### src/rtl/ssb_pkg.sv
package ssb_pkg;
  typedef enum logic {
    PICK_OLDEST   = 1'b0,
    PICK_YOUNGEST = 1'b1
  } pick_e;
endpackage

### src/rtl/ssb_free_slot.sv
module ssb_free_slot #(
  parameter int unsigned N  = 8,
  parameter int unsigned IW = (N > 1) ? $clog2(N) : 1
) (
  input  logic [N-1:0]  busy_i,
  output logic          full_o,
  output logic [IW-1:0] idx_o
);
  always_comb begin
    idx_o = '0;
    for (int i = N - 1; i >= 0; i--) begin
      if (!busy_i[i]) idx_o = IW'(i);
    end
  end

  assign full_o = &busy_i;
endmodule

### src/rtl/ssb_probe_match.sv
module ssb_probe_match #(
  parameter int unsigned N  = 8,
  parameter int unsigned AW = 32,
  parameter int unsigned TW = 6
) (
  input  logic [N-1:0]  valid_i,
  input  logic [AW-1:0] addr_i [N],
  input  logic [TW-1:0] tag_i  [N],
  input  logic [AW-1:0] ld_addr_i,
  input  logic [TW-1:0] ld_tag_i,
  output logic [N-1:0]  match_o
);
  for (genvar g = 0; g < N; g++) begin : g_cmp
    assign match_o[g] = valid_i[g] && (addr_i[g] == ld_addr_i) && (tag_i[g] < ld_tag_i);
  end
endmodule

### src/rtl/ssb_age_pick.sv
module ssb_age_pick
  import ssb_pkg::*;
#(
  parameter int unsigned N    = 8,
  parameter int unsigned TW   = 6,
  parameter pick_e       MODE = PICK_OLDEST,
  parameter int unsigned IW   = (N > 1) ? $clog2(N) : 1
) (
  input  logic [N-1:0]  cand_i,
  input  logic [TW-1:0] tag_i [N],
  output logic          found_o,
  output logic [IW-1:0] idx_o
);
  logic [TW-1:0] best_tag;

  always_comb begin
    found_o  = 1'b0;
    idx_o    = '0;
    best_tag = '0;
    for (int i = 0; i < N; i++) begin
      if (cand_i[i] && (!found_o ||
          ((MODE == PICK_YOUNGEST) ? (tag_i[i] > best_tag) : (tag_i[i] < best_tag)))) begin
        found_o  = 1'b1;
        idx_o    = IW'(i);
        best_tag = tag_i[i];
      end
    end
  end
endmodule

### src/rtl/spec_store_buf.sv
module spec_store_buf
  import ssb_pkg::*;
#(
  parameter int unsigned DEPTH = 8,
  parameter int unsigned AW    = 32,
  parameter int unsigned DW    = 32,
  parameter int unsigned TW    = 6
) (
  input  logic          clk_i,
  input  logic          rst_ni,
  input  logic          st_valid_i,
  input  logic [AW-1:0] st_addr_i,
  input  logic [DW-1:0] st_data_i,
  input  logic [TW-1:0] st_tag_i,
  output logic          st_ready_o,
  input  logic          cm_valid_i,
  input  logic [TW-1:0] cm_tag_i,
  input  logic          abort_i,
  input  logic [AW-1:0] ld_addr_i,
  input  logic [TW-1:0] ld_tag_i,
  input  logic [DW-1:0] ld_cache_data_i,
  output logic          ld_hit_o,
  output logic [DW-1:0] ld_data_o,
  output logic          cwr_valid_o,
  output logic [AW-1:0] cwr_addr_o,
  output logic [DW-1:0] cwr_data_o,
  input  logic          cwr_ready_i
);
  localparam int unsigned IW = (DEPTH > 1) ? $clog2(DEPTH) : 1;

  logic [DEPTH-1:0] valid_q, spec_q, valid_d, spec_d;
  logic [AW-1:0]    addr_q [DEPTH];
  logic [DW-1:0]    data_q [DEPTH];
  logic [TW-1:0]    tag_q  [DEPTH];

  logic             full;
  logic [IW-1:0]    free_idx;
  logic [DEPTH-1:0] fwd_match;
  logic             fwd_found;
  logic [IW-1:0]    fwd_idx;
  logic [DEPTH-1:0] committed;
  logic             drn_found;
  logic [IW-1:0]    drn_idx;
  logic             wr_en, drain_fire;

  ssb_free_slot #(.N(DEPTH), .IW(IW)) u_free (
    .busy_i (valid_q),
    .full_o (full),
    .idx_o  (free_idx)
  );

  ssb_probe_match #(.N(DEPTH), .AW(AW), .TW(TW)) u_match (
    .valid_i   (valid_q),
    .addr_i    (addr_q),
    .tag_i     (tag_q),
    .ld_addr_i (ld_addr_i),
    .ld_tag_i  (ld_tag_i),
    .match_o   (fwd_match)
  );

  ssb_age_pick #(.N(DEPTH), .TW(TW), .MODE(PICK_YOUNGEST), .IW(IW)) u_fwd_pick (
    .cand_i  (fwd_match),
    .tag_i   (tag_q),
    .found_o (fwd_found),
    .idx_o   (fwd_idx)
  );

  assign committed = valid_q & ~spec_q;

  ssb_age_pick #(.N(DEPTH), .TW(TW), .MODE(PICK_OLDEST), .IW(IW)) u_drn_pick (
    .cand_i  (committed),
    .tag_i   (tag_q),
    .found_o (drn_found),
    .idx_o   (drn_idx)
  );

  assign st_ready_o = !full;
  assign wr_en      = st_valid_i && !full && !abort_i;
  assign drain_fire = drn_found && cwr_ready_i;

  // order: drain release, commit, abort of what is still speculative, allocate
  always_comb begin
    valid_d = valid_q;
    spec_d  = spec_q;
    for (int i = 0; i < DEPTH; i++) begin
      if (drain_fire && drn_idx == IW'(i)) valid_d[i] = 1'b0;
      if (cm_valid_i && valid_q[i] && spec_q[i] && tag_q[i] == cm_tag_i) spec_d[i] = 1'b0;
      if (abort_i && spec_d[i]) begin
        valid_d[i] = 1'b0;
        spec_d[i]  = 1'b0;
      end
      if (wr_en && free_idx == IW'(i)) begin
        valid_d[i] = 1'b1;
        spec_d[i]  = 1'b1;
      end
    end
  end

  always_ff @(posedge clk_i or negedge rst_ni) begin
    if (!rst_ni) begin
      valid_q <= '0;
      spec_q  <= '0;
    end else begin
      valid_q <= valid_d;
      spec_q  <= spec_d;
    end
  end

  always_ff @(posedge clk_i) begin
    if (wr_en) begin
      addr_q[free_idx] <= st_addr_i;
      data_q[free_idx] <= st_data_i;
      tag_q[free_idx]  <= st_tag_i;
    end
  end

  assign ld_hit_o    = fwd_found;
  assign ld_data_o   = fwd_found ? data_q[fwd_idx] : ld_cache_data_i;
  assign cwr_valid_o = drn_found;
  assign cwr_addr_o  = addr_q[drn_idx];
  assign cwr_data_o  = data_q[drn_idx];

  assert_abort_clears_R3: assert property (@(posedge clk_i) disable iff (!rst_ni)
    abort_i |=> ((valid_q & spec_q) == '0));

  assert_fwd_older_R4: assert property (@(posedge clk_i) disable iff (!rst_ni)
    ld_hit_o |-> (tag_q[fwd_idx] < ld_tag_i));

  assert_fwd_addr_R4: assert property (@(posedge clk_i) disable iff (!rst_ni)
    ld_hit_o |-> (valid_q[fwd_idx] && addr_q[fwd_idx] == ld_addr_i));

  assert_drain_committed_R7: assert property (@(posedge clk_i) disable iff (!rst_ni)
    cwr_valid_o |-> (valid_q[drn_idx] && !spec_q[drn_idx]));

  assert_drain_hold_R8: assert property (@(posedge clk_i) disable iff (!rst_ni)
    (cwr_valid_o && !cwr_ready_i && !cm_valid_i) |=>
      (cwr_valid_o && $stable(cwr_addr_o) && $stable(cwr_data_o)));

  assert_full_stall_R9: assert property (@(posedge clk_i) disable iff (!rst_ni)
    (st_valid_i && !st_ready_o) |=> ($countones(valid_q) <= $past($countones(valid_q))));
endmodule

### config.mk
export PLATFORM = sky130hd
export DESIGN_NAME = spec_store_buf
export DESIGN_NICKNAME = d
export VERILOG_FILES = /design/src/rtl/ssb_pkg.sv /design/src/rtl/ssb_free_slot.sv /design/src/rtl/ssb_probe_match.sv /design/src/rtl/ssb_age_pick.sv /design/src/rtl/spec_store_buf.sv
export SDC_FILE = /design/constraint.sdc
export NUM_CORES = 1
export LEC_CHECK = 0
export CAP_MARGIN = 10
export CORE_MARGIN = 5
export CORE_UTILIZATION = 50
export CTS_BUF_LIST = sky130_fd_sc_hd__clkbuf_4 sky130_fd_sc_hd__clkbuf_8
export DETAILED_ROUTE_END_ITERATION = 7
export PLACE_DENSITY = 0.7
export SLEW_MARGIN = 40
export SYNTH_ARGS = -nofsm -noshare
export SYNTH_HDL_FRONTEND = slang
export SYNTH_SLANG_ARGS = --single-unit
### constraint.sdc
create_clock -name clk_i -period 29.9 [get_ports clk_i]
set_clock_uncertainty 0.1 [all_clocks]
set_input_delay 5.98 -clock clk_i [delete_from_list [all_inputs] [get_ports clk_i]]
set_output_delay 5.98 -clock clk_i [all_outputs]
set_load 0.03 [all_outputs]
## Word level (Yosys, flattened, before mapping)

Memories as Yosys holds them, arrays and structs flattened.
Index checks and enable logic that the tools add are counted.

- Register bits after elaboration: 320
- Memory bits (writable): 256
- Bits of input ports: 152
- Output and inout port bits: 99
- Logic and storage cells: 320
- Memories kept: 1

Memory list:

| name | depth | bits a word | read ports | clocked after Yosys merged registers in | wr ports | RTL line | RTL |
|---|---|---|---|---|---|---|---|
| data_q | 8 | 32 | 2 | 0 | 1 | spec_store_buf.sv:33 | `logic [DW-1:0] data_q [DEPTH];` |

- Multiplexer cells: 112
- Order comparisons: 25
- Bitwise logic cells: 4
- Eq/ne operators: 30
- Reductions and logical operators: 123

Operator list:

| operator | number |
|---|---|
| 256-bit bitwise mux | 1 |
| 32-bit equality test | 8 |
| 32-bit two-way mux | 4 |
| 32-bit binary-select mux with 3-bit select | 1 |
| 32-bit demux with 3-bit select | 1 |
| 6-bit less-than comparator | 15 |
| 6-bit two-way mux | 15 |
| 1-bit logical AND | 82 |
| 1-bit two-way mux | 68 |
| 48-bit bitwise mux | 1 |
| 6-bit equality test | 8 |
| 3-bit two-way mux | 16 |
| 6-bit > comparator | 7 |
| 3-bit equality test (second input constant) | 8 |
| 3-bit nonzero test | 8 |
| 6-bit demux with 3-bit select | 1 |
| 1-bit zero test | 16 |
| 1-bit logical OR | 14 |
| 3-bit by 2-bit equality test with 1-bit output (second input constant) | 4 |
| 8-bit AND | 1 |
| 4-bit >= comparator (second input constant) | 2 |
| 2-bit two-way mux | 4 |
| 3-bit NOT with 4-bit output | 2 |
| 8-bit NOT | 1 |
| other kinds (4) | 6 |

## Logic depth before layout (Yosys ltp)

Gate-level depths: netlist of run 1.

- Word-level depth: 36
- Depth in mapped cells: 85
- Gate-level depth less buffers: 82

## Modules after synthesis

From an unflattened synthesis of run 1, not the netlist that was laid out.

- Cell total of the unflattened synthesis: 2133
- Area total of the unflattened synthesis: 31990.7 um2

By module, submodules not included:

| module | area an instance (um2) | cells each | instances | seq. area each (um2) |
|---|---|---|---|---|
| spec_store_buf | 24337.1 | 1130 | 1 | 17216.5 |
| ssb_probe_match | 3856.2 | 489 | 1 | 0.0 |
| ssb_age_pick at u_fwd_pick | 1954.4 | 258 | 1 | 0.0 |
| ssb_age_pick at u_drn_pick | 1767.9 | 243 | 1 | 0.0 |
| ssb_free_slot | 75.1 | 13 | 1 | 0.0 |

## Worst setup path after synthesis of run 1

Ideal clock, no wire load.

- Path type: input-to-output
- Start point: input port ld_addr_i[14]
- End point: output port ld_data_o[14]
- Cell stages on the path: 82
- Path buffers: 4
- Data required time: 23.820 ns
- Data arrival time: 21.684 ns
- Slack: 2.136 ns
- Cell sequence: clkbuf_1 -> xor2_1 -> nor4_1 -> nand3_1 -> nor4_1 -> nand2_1 -> a21oi_1 -> nand2_1 -> ha_1 -> nor2b_1 -> o21a_1 -> o21a_1 -> o21a_1 -> o21ai_0 -> a32oi_1 -> o31ai_2 -> mux2i_1 -> inv_1 -> [46 not listed] -> o21ai_0 -> clkbuf_1 -> nor2_1 -> a21o_1 -> ha_1 -> nor2b_1 -> o21a_1 -> o21a_1 -> o21a_1 -> o21ai_0 -> a32oi_1 -> o21a_1 -> a311oi_1 -> buf_2 -> buf_2 -> mux2i_1 -> mux2_2 -> o21ai_0

- Cells in the longest elaborated chain, start to end: 34

Ends and longest elaborated chain:

| item | RTL line | RTL |
|---|---|---|
| start, declared | spec_store_buf.sv:19 | `input logic [AW-1:0] ld_addr_i,` |
| 32-bit equality test | ssb_probe_match.sv:14 | `assign match_o[g] = valid_i[g] && (addr_i[g] == ld_addr_i) && (tag_i[g] < ld_tag_i);` |
| 1-bit logical AND (2 in series) | ssb_probe_match.sv:14 |  |
| 6-bit two-way mux or 1-bit two-way mux (tied branches) | ssb_age_pick.sv:21 | `if (cand_i[i] && (!found_o \|\|` |
| 6-bit > comparator or 1-bit zero test (tied branches) | ssb_age_pick.sv:22, ssb_age_pick.sv:21 |  |
| 1-bit logical OR | ssb_age_pick.sv:21 |  |
| 1-bit logical AND | ssb_age_pick.sv:21 |  |
| 6-bit two-way mux or 1-bit two-way mux (tied branches) | ssb_age_pick.sv:21 |  |
| 6-bit > comparator or 1-bit zero test (tied branches) | ssb_age_pick.sv:22, ssb_age_pick.sv:21 |  |
| [17 not listed] | -- |  |
| 1-bit logical AND | ssb_age_pick.sv:21 |  |
| 6-bit two-way mux or 1-bit two-way mux (tied branches) | ssb_age_pick.sv:21 |  |
| 6-bit > comparator or 1-bit zero test (tied branches) | ssb_age_pick.sv:22, ssb_age_pick.sv:21 |  |
| 1-bit logical OR | ssb_age_pick.sv:21 |  |
| 1-bit logical AND | ssb_age_pick.sv:21 |  |
| 3-bit two-way mux | ssb_age_pick.sv:21 |  |
| memory 8 x 32 bit | -- |  |
| 32-bit two-way mux (*) | spec_store_buf.sv:118 | `assign ld_data_o = fwd_found ? data_q[fwd_idx] : ld_cache_data_i;` |
| end, declared | spec_store_buf.sv:23 | `output logic [DW-1:0] ld_data_o,` |

Every way passes the cells marked *; elsewhere a longest branch is shown, timed or not.

## Final worst setup path of run 1

- Start point: input port ld_addr_i[16]
- End point: output port ld_data_o[1]

Same word-level chain as after synthesis.

==> results by group, run 1 <==
Detailed routing
  – DR WL/cell: 31.4 um
  – # DRC: 0
  – Vias post-DR: 25.8k
  – Starting DRT DRC Count: 3175
  – Routed wire length: 124000 um
  – Detail Route Antenna Nets: 0
  – Via-to-Cell Ratio: 6.54
  – 1st-pass router iterations: 5

Finish
  – Nets: 3267
  – Layout area overhead: 17.4%
  – Fin util: 0.592
  – Share of cells above drive strength 1: 0.127
  – Fillers: 5412
  – Layout Cells excl Fill: 3945
  – Area of the multi-input gates: 15100 sq um
  – Sequential cell area: 17200 sq um

Floorplanning
  – Core area: 65700 sq um
  – Initial Util: 0.504
  – Row cnt: 94
  – Die Area: 71500 sq um
  – DIE HEIGHT: 267 um
  – Io pins: 251
  – Chip width: 267 um

Setup path
  – Req. time, crit path: 23.82 ns
  – Worst reg2reg path endpoint: valid_q[3]
  – Internal reg-to-reg setup slack: 12.85 ns
  – CP max stage delay: 0.70 ns
  – CP max stage cell: clkdlybuf4s50_1
  – CP Class: input port to primary output
  – CP Max Fanout: 11
  – CP startpoint kind: input port
  – Crit path DAT: 22.63 ns
  – Reg2Reg Depth: 64
  – Reg2reg start: valid_q[0]
  – CP dominant cell by count: o21a_1
  – CP Capture Type: primary output

Power and ir drop
  – Pwr/cell area: 82.2 nW/um^2
  – Leak Pwr: 0.0146 uW
  – Sw frac: 0.411
  – Net switching power: 1310 uW
  – Worst VDD drop: 89.3 uV
  – Logic pwr share: 0.469
  – Internal power: 1880 uW
  – Clock Power Share: 0.233
  – Reg power frac: 0.297

Placement
  – Hpwl dp: 87600 um
  – GPL Wtd Cong: 1.00
  – Placed Cells: 3755
  – Port Buffer Count: 250

Synthesis
  – Main combinational cell family by area after synthesis: compound AO/OA/AOI/OAI gates
  – Mapped Cells: 2737
  – Count of flip-flops with a built-in enable after synthesis: 560
  – Synth async-reset ratio: 0.0278
  – Post-synth top cells: edfxtp_1 (560), mux2i_1 (229), o21ai_0 (158)
  – Synth top area share: 0.508
  – YS warnings: 0
  – Top_reg_cell synth: edfxtp_1
  – Synth area leader: edfxtp_1
  – Post-Syn Area: 33100 sq um
  – Post-Syn Area per Cell: 12.1 sq um
  – Compound-Gate Fraction of Synth Area: 0.132
  – Most common cell in the synthesized netlist: edfxtp_1
  – Number of synthesized register bits: 576
  – Post-Syn Nets: 3006
  – Synth unique cells: 84
  – Register area share after synthesis: 0.520
  – Post-Synth XOR/XNOR Area: 0.0796
  – Simple-gate share of the synthesized area: 0.102
  – Post-Synth Adder-Cell Area: 0.0442
  – Mux cell area share after synthesis: 0.0909
  – Synth top area cells: edfxtp_1 (51%), mux2i_1 (6.9%), ha_1 (4.4%), xnor2_1 (4.1%), xor2_1 (3.9%)

Global route
  – Vias in the first global route: 25.7k
  – Initial antenna violation count: 7
  – First-pass GRT wire length: 178000 um
  – Congestion Overflow GR: 0
  – Largest net degree at the start of global routing: 98
  – Total track usage: 0.337

STA
  – Hold Vio Cnt, Final: 0
  – Minimum clock period: 28.71 ns
  – Slew HR: 0.423
  – Final worst path period share: 0.960
  – Fmax achieved: 34.8 MHz
  – Least-Margin Pin Slew: 0.860 ns
  – Worst hold slack: 0.440 ns
  – Final setup viols: 0
  – Max-slew violation count: 0

Min path
  – Hold Crit Start: spec_q[7]
  – Hold path depth: 1
  – Hold EP: spec_q[7]
  – Hold Path Class: flop to flop

Clock network
  – CTS tree: yes
  – Clock buffer depth: 3
  – CTS Buf Count: 98
  – H-tree Lvls: 3
  – Clock Latency Late Sink: 0.72 ns
  – CTS clk-pin slew, worst paths: 0.06 ns
  – Clock root buffer: clkbuf_8
  – Sink Count: 576

Run status
  – Status: complete, no violations

Job
  – Max Cap Violations: 0
-- metal layers --
metal | vias to the layer above | wire length (um) | GRT usage
met4 | 6 | 4300 | 0.106
met1 | 12900 | 51400 | 0.476
met5 | - | 55 | 0
li1 | 11200 | - | -
met3 | 248 | 11500 | 0.0630
met2 | 1445 | 56800 | 0.533
-- placed cells by master, fill, tap and decap left out, types with 39 or more instances in the layout --
cell / count
o2bb2ai_1: 61
nor3b_1: 39
a211o_1: 63
buf_4: 79
nand2_1: 92
nor2_1: 73
xor2_1: 146
a21oi_1: 45
edfxtp_1: 560
xnor2_1: 152
a21o_1: 43
inv_1: 78
nor4_1: 41
ha_1: 117
mux2_2: 64
a22oi_1: 65
clkbuf_8: 99
nand4_1: 125
o21ai_0: 153
nand3_1: 51
clkdlybuf4s50_1: 206
mux2i_1: 228
-- kinds of logic (layout without fill, tap and decap cells) --
| group | after synthesis | count (layout) |
|---|---|---|
| DFF | 576 | 576 |
| and+or+nand+nor | 598 | 598 |
| buffers and inverters | 245 | 585 |
| muxes | 293 | 293 |
| other | 0 | 4 |
| AOI/OAI and AO/OA | 607 | 607 |
| adders and majority gates | 117 | 117 |
| xor gates and xnor gates | 301 | 301 |
-- registers in the layout, indices dropped and copies added (netlist names) --
| register | flops |
|---|---|
| addr_q | 256 |
| data_q | 256 |
| spec_q | 8 |
| tag_q | 48 |
| valid_q | 8 |
-- power groups by stage --
stage | Combinational (uW) | Sequential [uW] | Clock (uW)
after global routing | 1560 | 952 | 795
after detailed placement | 1480 | 967 | 0
after floorplan | 908 | 956 | 0
after global placement | 1470 | 965 | 0
final | 1500 | 951 | 746
after CTS | 1490 | 950 | 754
-- per-stage QoR --
step                area, sq um  setup WS, ns  setup TNS (ns)  power, uW
global route              38900       -0.0213         -0.0213       3310
floorplan                 33100          2.14               0       1860
finish                    38900          1.19               0       3200
detailed placement        36700         0.319               0       2450
CTS                       38700         0.305               0       3190
global placement          36600         0.294               0       2430
-- repair_timing --
item / in CTS / in global routing
hold buffers: 0 / 0
setup endpoints to repair: 0 / 32
gates resized for setup: 0 / 28
buffers inserted: 0 / 7
-- worst max path at each step --
stage | startpoint | end | slack [ns] | cells after the start
2_1_floorplan | ld_addr_i[14] | ld_data_o[14] | 2.14 | 82
3_3_place_gp | ld_addr_i[6] | ld_data_o[5] | 0.29 | 84
3_5_place_dp | ld_addr_i[6] | ld_data_o[7] | 0.32 | 86
4_1_cts | ld_addr_i[6] | ld_data_o[7] | 0.31 | 86
5_1_grt | ld_tag_i[5] | ld_data_o[14] | -0.02 | 90
6_report | ld_addr_i[16] | ld_data_o[1] | 1.19 | 87
-- cell type report --
type	count	share of cell area
diodes	4	0.000257
clock buffers	126	0.0402
repair buffers	323	0.0814
clock inverters	53	0.0116
well taps	864	0.0278
multi-input cells	1916	0.388
inverters	83	0.00833
flip-flops and latches	576	0.443
-- worst max-delay path, delay by kind of cell --
kind            cells  cell delay (ns)
xor+xnor            1             0.46
buf+inv            13             2.73
mux                 6             1.76
simple gates       12             1.64
compound gates     48             8.13
fa+ha+maj           7             1.91
(Power assumes the default switching activity.)
==> run 2: changes to the inputs <==
CAP_MARGIN = 20   (was 10)
MAX_ROUTING_LAYER = met4   (was unset)
SKIP_LAST_GASP = 1   (was unset)
==> run 2 against run 1 <==
  * Non-clock buffer count grew 4
  * Final cell count up 0.13%
  * Register-to-register slack improved by 0.29 ns
  * Count of clock-buffer cells in the layout decreased by 7
  * Critical path depth shrank 3
  * Highest routed layer is now met4
  * Clock power decreased by 4.7%
  * Die area unchanged
  * Via count down 0.26%
==> results by group, run 2 (synthesized netlist as in run 1, its figures left out) <==
STA
  – Final setup viols: 0 (unchanged)
  – Max-slew violation count: 0 (unchanged)
  – Final worst path period share: 0.963 (was 0.960)
  – Worst hold slack: 0.437 ns (was 0.440 ns)
  – Slew HR: 0.372 (was 0.423)
  – Hold Vio Cnt, Final: 0 (unchanged)
  – Least-Margin Pin Slew: 0.934 ns (was 0.860 ns)
  – Sum of negative setup slack: 0 ns (unchanged)
  – Fmax achieved: 34.7 MHz (was 34.8 MHz)
  – Minimum clock period: 28.79 ns (was 28.71 ns)

Setup path
  – Crit path DAT: 22.71 ns (was 22.63 ns)
  – CP max stage cell: clkdlybuf4s50_1 (unchanged)
  – CP dominant cell by count: o21a_1 (unchanged)
  – Worst setup path startpoint: ld_addr_i[14] (was ld_addr_i[16])
  – Reg2reg start: valid_q[0] (unchanged)
  – Req. time, crit path: 23.82 ns (about the same)
  – CP Capture Type: primary output (unchanged)
  – CP Max Fanout: 33 (was 11)
  – CP startpoint kind: input port (unchanged)
  – CP max stage delay: 0.78 ns (was 0.70 ns)
  – CP Class: input port to primary output (unchanged)

Power and ir drop
  – Clock Power Share: 0.224 (was 0.233)
  – Logic pwr share: 0.476 (was 0.469)
  – Worst VDD drop: 78.7 uV (was 89.3 uV)
  – Leak Pwr: 0.0145 uW (was 0.0146 uW)
  – Pwr/cell area: 81.6 nW/um^2 (was 82.2 nW/um^2)
  – Sw frac: 0.414 (was 0.411)
  – Reg power frac: 0.300 (was 0.297)
  – Post-layout power: 3170 uW (was 3200 uW)
  – Internal power: 1860 uW (was 1880 uW)
  – Net switching power: 1310 uW (about the same)

Floorplanning
  – Chip width: 267 um (unchanged)
  – Die Area: 71500 sq um (unchanged)
  – Io pins: 251 (unchanged)
  – Core area: 65700 sq um (unchanged)
  – Initial Util: 0.504 (unchanged)
  – Row cnt: 94 (unchanged)
  – DIE HEIGHT: 267 um (unchanged)

Global route
  – Congestion Overflow GR: 0 (unchanged)
  – Total track usage: 0.344 (was 0.337)
  – Met3 Use GR: 0.0712 (was 0.0630)
  – Vias in the first global route: 25.4k (was 25.7k)
  – Largest net degree at the start of global routing: 74 (was 98)
  – Met1 usage: 0.470 (was 0.476)
  – GRT met2 Usage: 0.531 (was 0.533)
  – First-pass GRT wire length: 176000 um (was 178000 um)
  – Busiest grt layer: met2 (unchanged)
  – Initial antenna violation count: 8 (was 7)

Finish
  – Most frequent cells in the layout: edfxtp_1 (560), mux2i_1 (229), clkdlybuf4s50_1 (213), o21ai_0 (157), xnor2_1 (153) (was edfxtp_1 (560), mux2i_1 (228), clkdlybuf4s50_1 (206), o21ai_0 (153), xnor2_1 (152))
  – Sequential cell area: 17200 sq um (unchanged)
  – Share of cells above drive strength 1: 0.126 (was 0.127)
  – Fillers: 5353 (was 5412)
  – Commonest non-fill, non-tap cell in the layout: edfxtp_1 (unchanged)
  – Area of the multi-input gates: 15100 sq um (about the same)
  – Nets: 3269 (was 3267)
  – Layout area overhead: 17.2% (was 17.4%)
  – Fin util: 0.591 (was 0.592)
  – Top flop regs: addr_q x256, data_q x256, tag_q x48 (unchanged)

Placement
  – Port Buffer Count: 250 (unchanged)
  – Hpwl dp: 87400 um (was 87600 um)
  – GPL Wtd Cong: 1.03 (was 1.00)

Min path
  – Hold Crit Start: spec_q[3] (was spec_q[7])
  – Hold Path Class: flop to flop (unchanged)

Detailed routing
  – Vias post-DR: 25.7k (was 25.8k)
  – 1st-pass router iterations: 6 (was 5)
  – Starting DRT DRC Count: 3196 (was 3175)
  – Routed wire length: 124000 um (about the same)
  – DR WL/cell: 31.3 um (was 31.4 um)
  – # DRC: 0 (unchanged)
  – Detail Route Antenna Nets: 0 (unchanged)
  – Via-to-Cell Ratio: 6.51 (was 6.54)

Clock network
  – Clock root buffer: clkbuf_8 (unchanged)
  – CTS tree: yes (unchanged)
  – H-tree Lvls: 3 (unchanged)
  – CTS clk-pin slew, worst paths: 0.07 ns (was 0.06 ns)
  – CTS Buf Count: 96 (was 98)
  – Clock buffer depth: 3 (unchanged)
  – Sink Count: 576 (unchanged)
  – Clock Latency Late Sink: 0.73 ns (was 0.72 ns)

Job
  – Max Cap Violations: 0 (unchanged)

Run status
  – Status: complete, no violations (unchanged)
==> run 2: cell count changes in the layout (fill, tap and decap cells not counted), sizes merged <==
cell / before / now
clkinv: 45 / 53
buf: 103 / 106
dlymetal6s2s: 13 / 6
bufinv: 6 / 4
clkdlybuf4s50: 206 / 213
clkdlybuf4s18: 1 / 0
clkinvlp: 2 / 1
clkbuf: 126 / 121
diode: 4 / 7
==> run 2: routing by layer <==
metal	part of all wire	vias to the layer above
met4	0.029	0
met3	0.095	207
met5	0	-
met1	0.41	13000
met2	0.46	1394
li1	-	11200
==> run 2: layout make-up <==
type | count | share of cell area
antenna | 7 | 0.000451
clock buffer | 119 | 0.0385
clock inverter | 58 | 0.0110
inverter | 83 | 0.00825
multi-input combinational | 1916 | 0.388
sequential | 576 | 0.443
tap | 864 | 0.0278
timing repair buffer | 327 | 0.0829
==> run 2: stage by stage <==
stage,setup slack [ns],cell area (sq um),std cells
finish,1.11,38800,3950
global route,-0.0119,38800,3949
CTS,0.202,38600,3926
detailed placement,0.256,36600,3749
global placement,0.671,36500,3745
floorplan,2.14,33100,2737
==> run 2: final timing paths <==
kind,end,slack [ns],cells past startpoint
max in group asynchronous,spec_q[0],24.25,1
worst max register to register,valid_q[3],13.14,65
worst min-delay path,spec_q[3],0.44,1
worst max-delay path,ld_data_o[10],1.11,84
worst min register to register,spec_q[3],0.44,1
min in group asynchronous,spec_q[3],5.09,1
==> run 2: timing repair <==
| item | CTS | global route |
|---|---|---|
| buffers inserted | 0 | 15 |
| endpoints found under the setup margin | 0 | 32 |
| hold buffers | 0 | 0 |
| gates resized for setup | 0 | 24 |
==> run 2: power groups by stage <==
| stage | combinational [uW] | sequential [uW] | clock, uW |
|---|---|---|---|
| detailed placement | 1480 | 965 | 0 |
| finish | 1510 | 950 | 711 |
| CTS | 1480 | 949 | 718 |
| global placement | 1460 | 964 | 0 |
| floorplan | 908 | 956 | 0 |
| global route | 1570 | 952 | 757 |
==> run 2: worst max-delay path, delay by kind of cell <==
family                     cells  cell delay (ns)
AOI/OAI and AO/OA             46             7.69
and+or+nand+nor               14             2.53
buffers and inverters         10             2.35
muxes                          6             2.01
adders and majority gates      7             1.82
xor gates and xnor gates       1             0.23
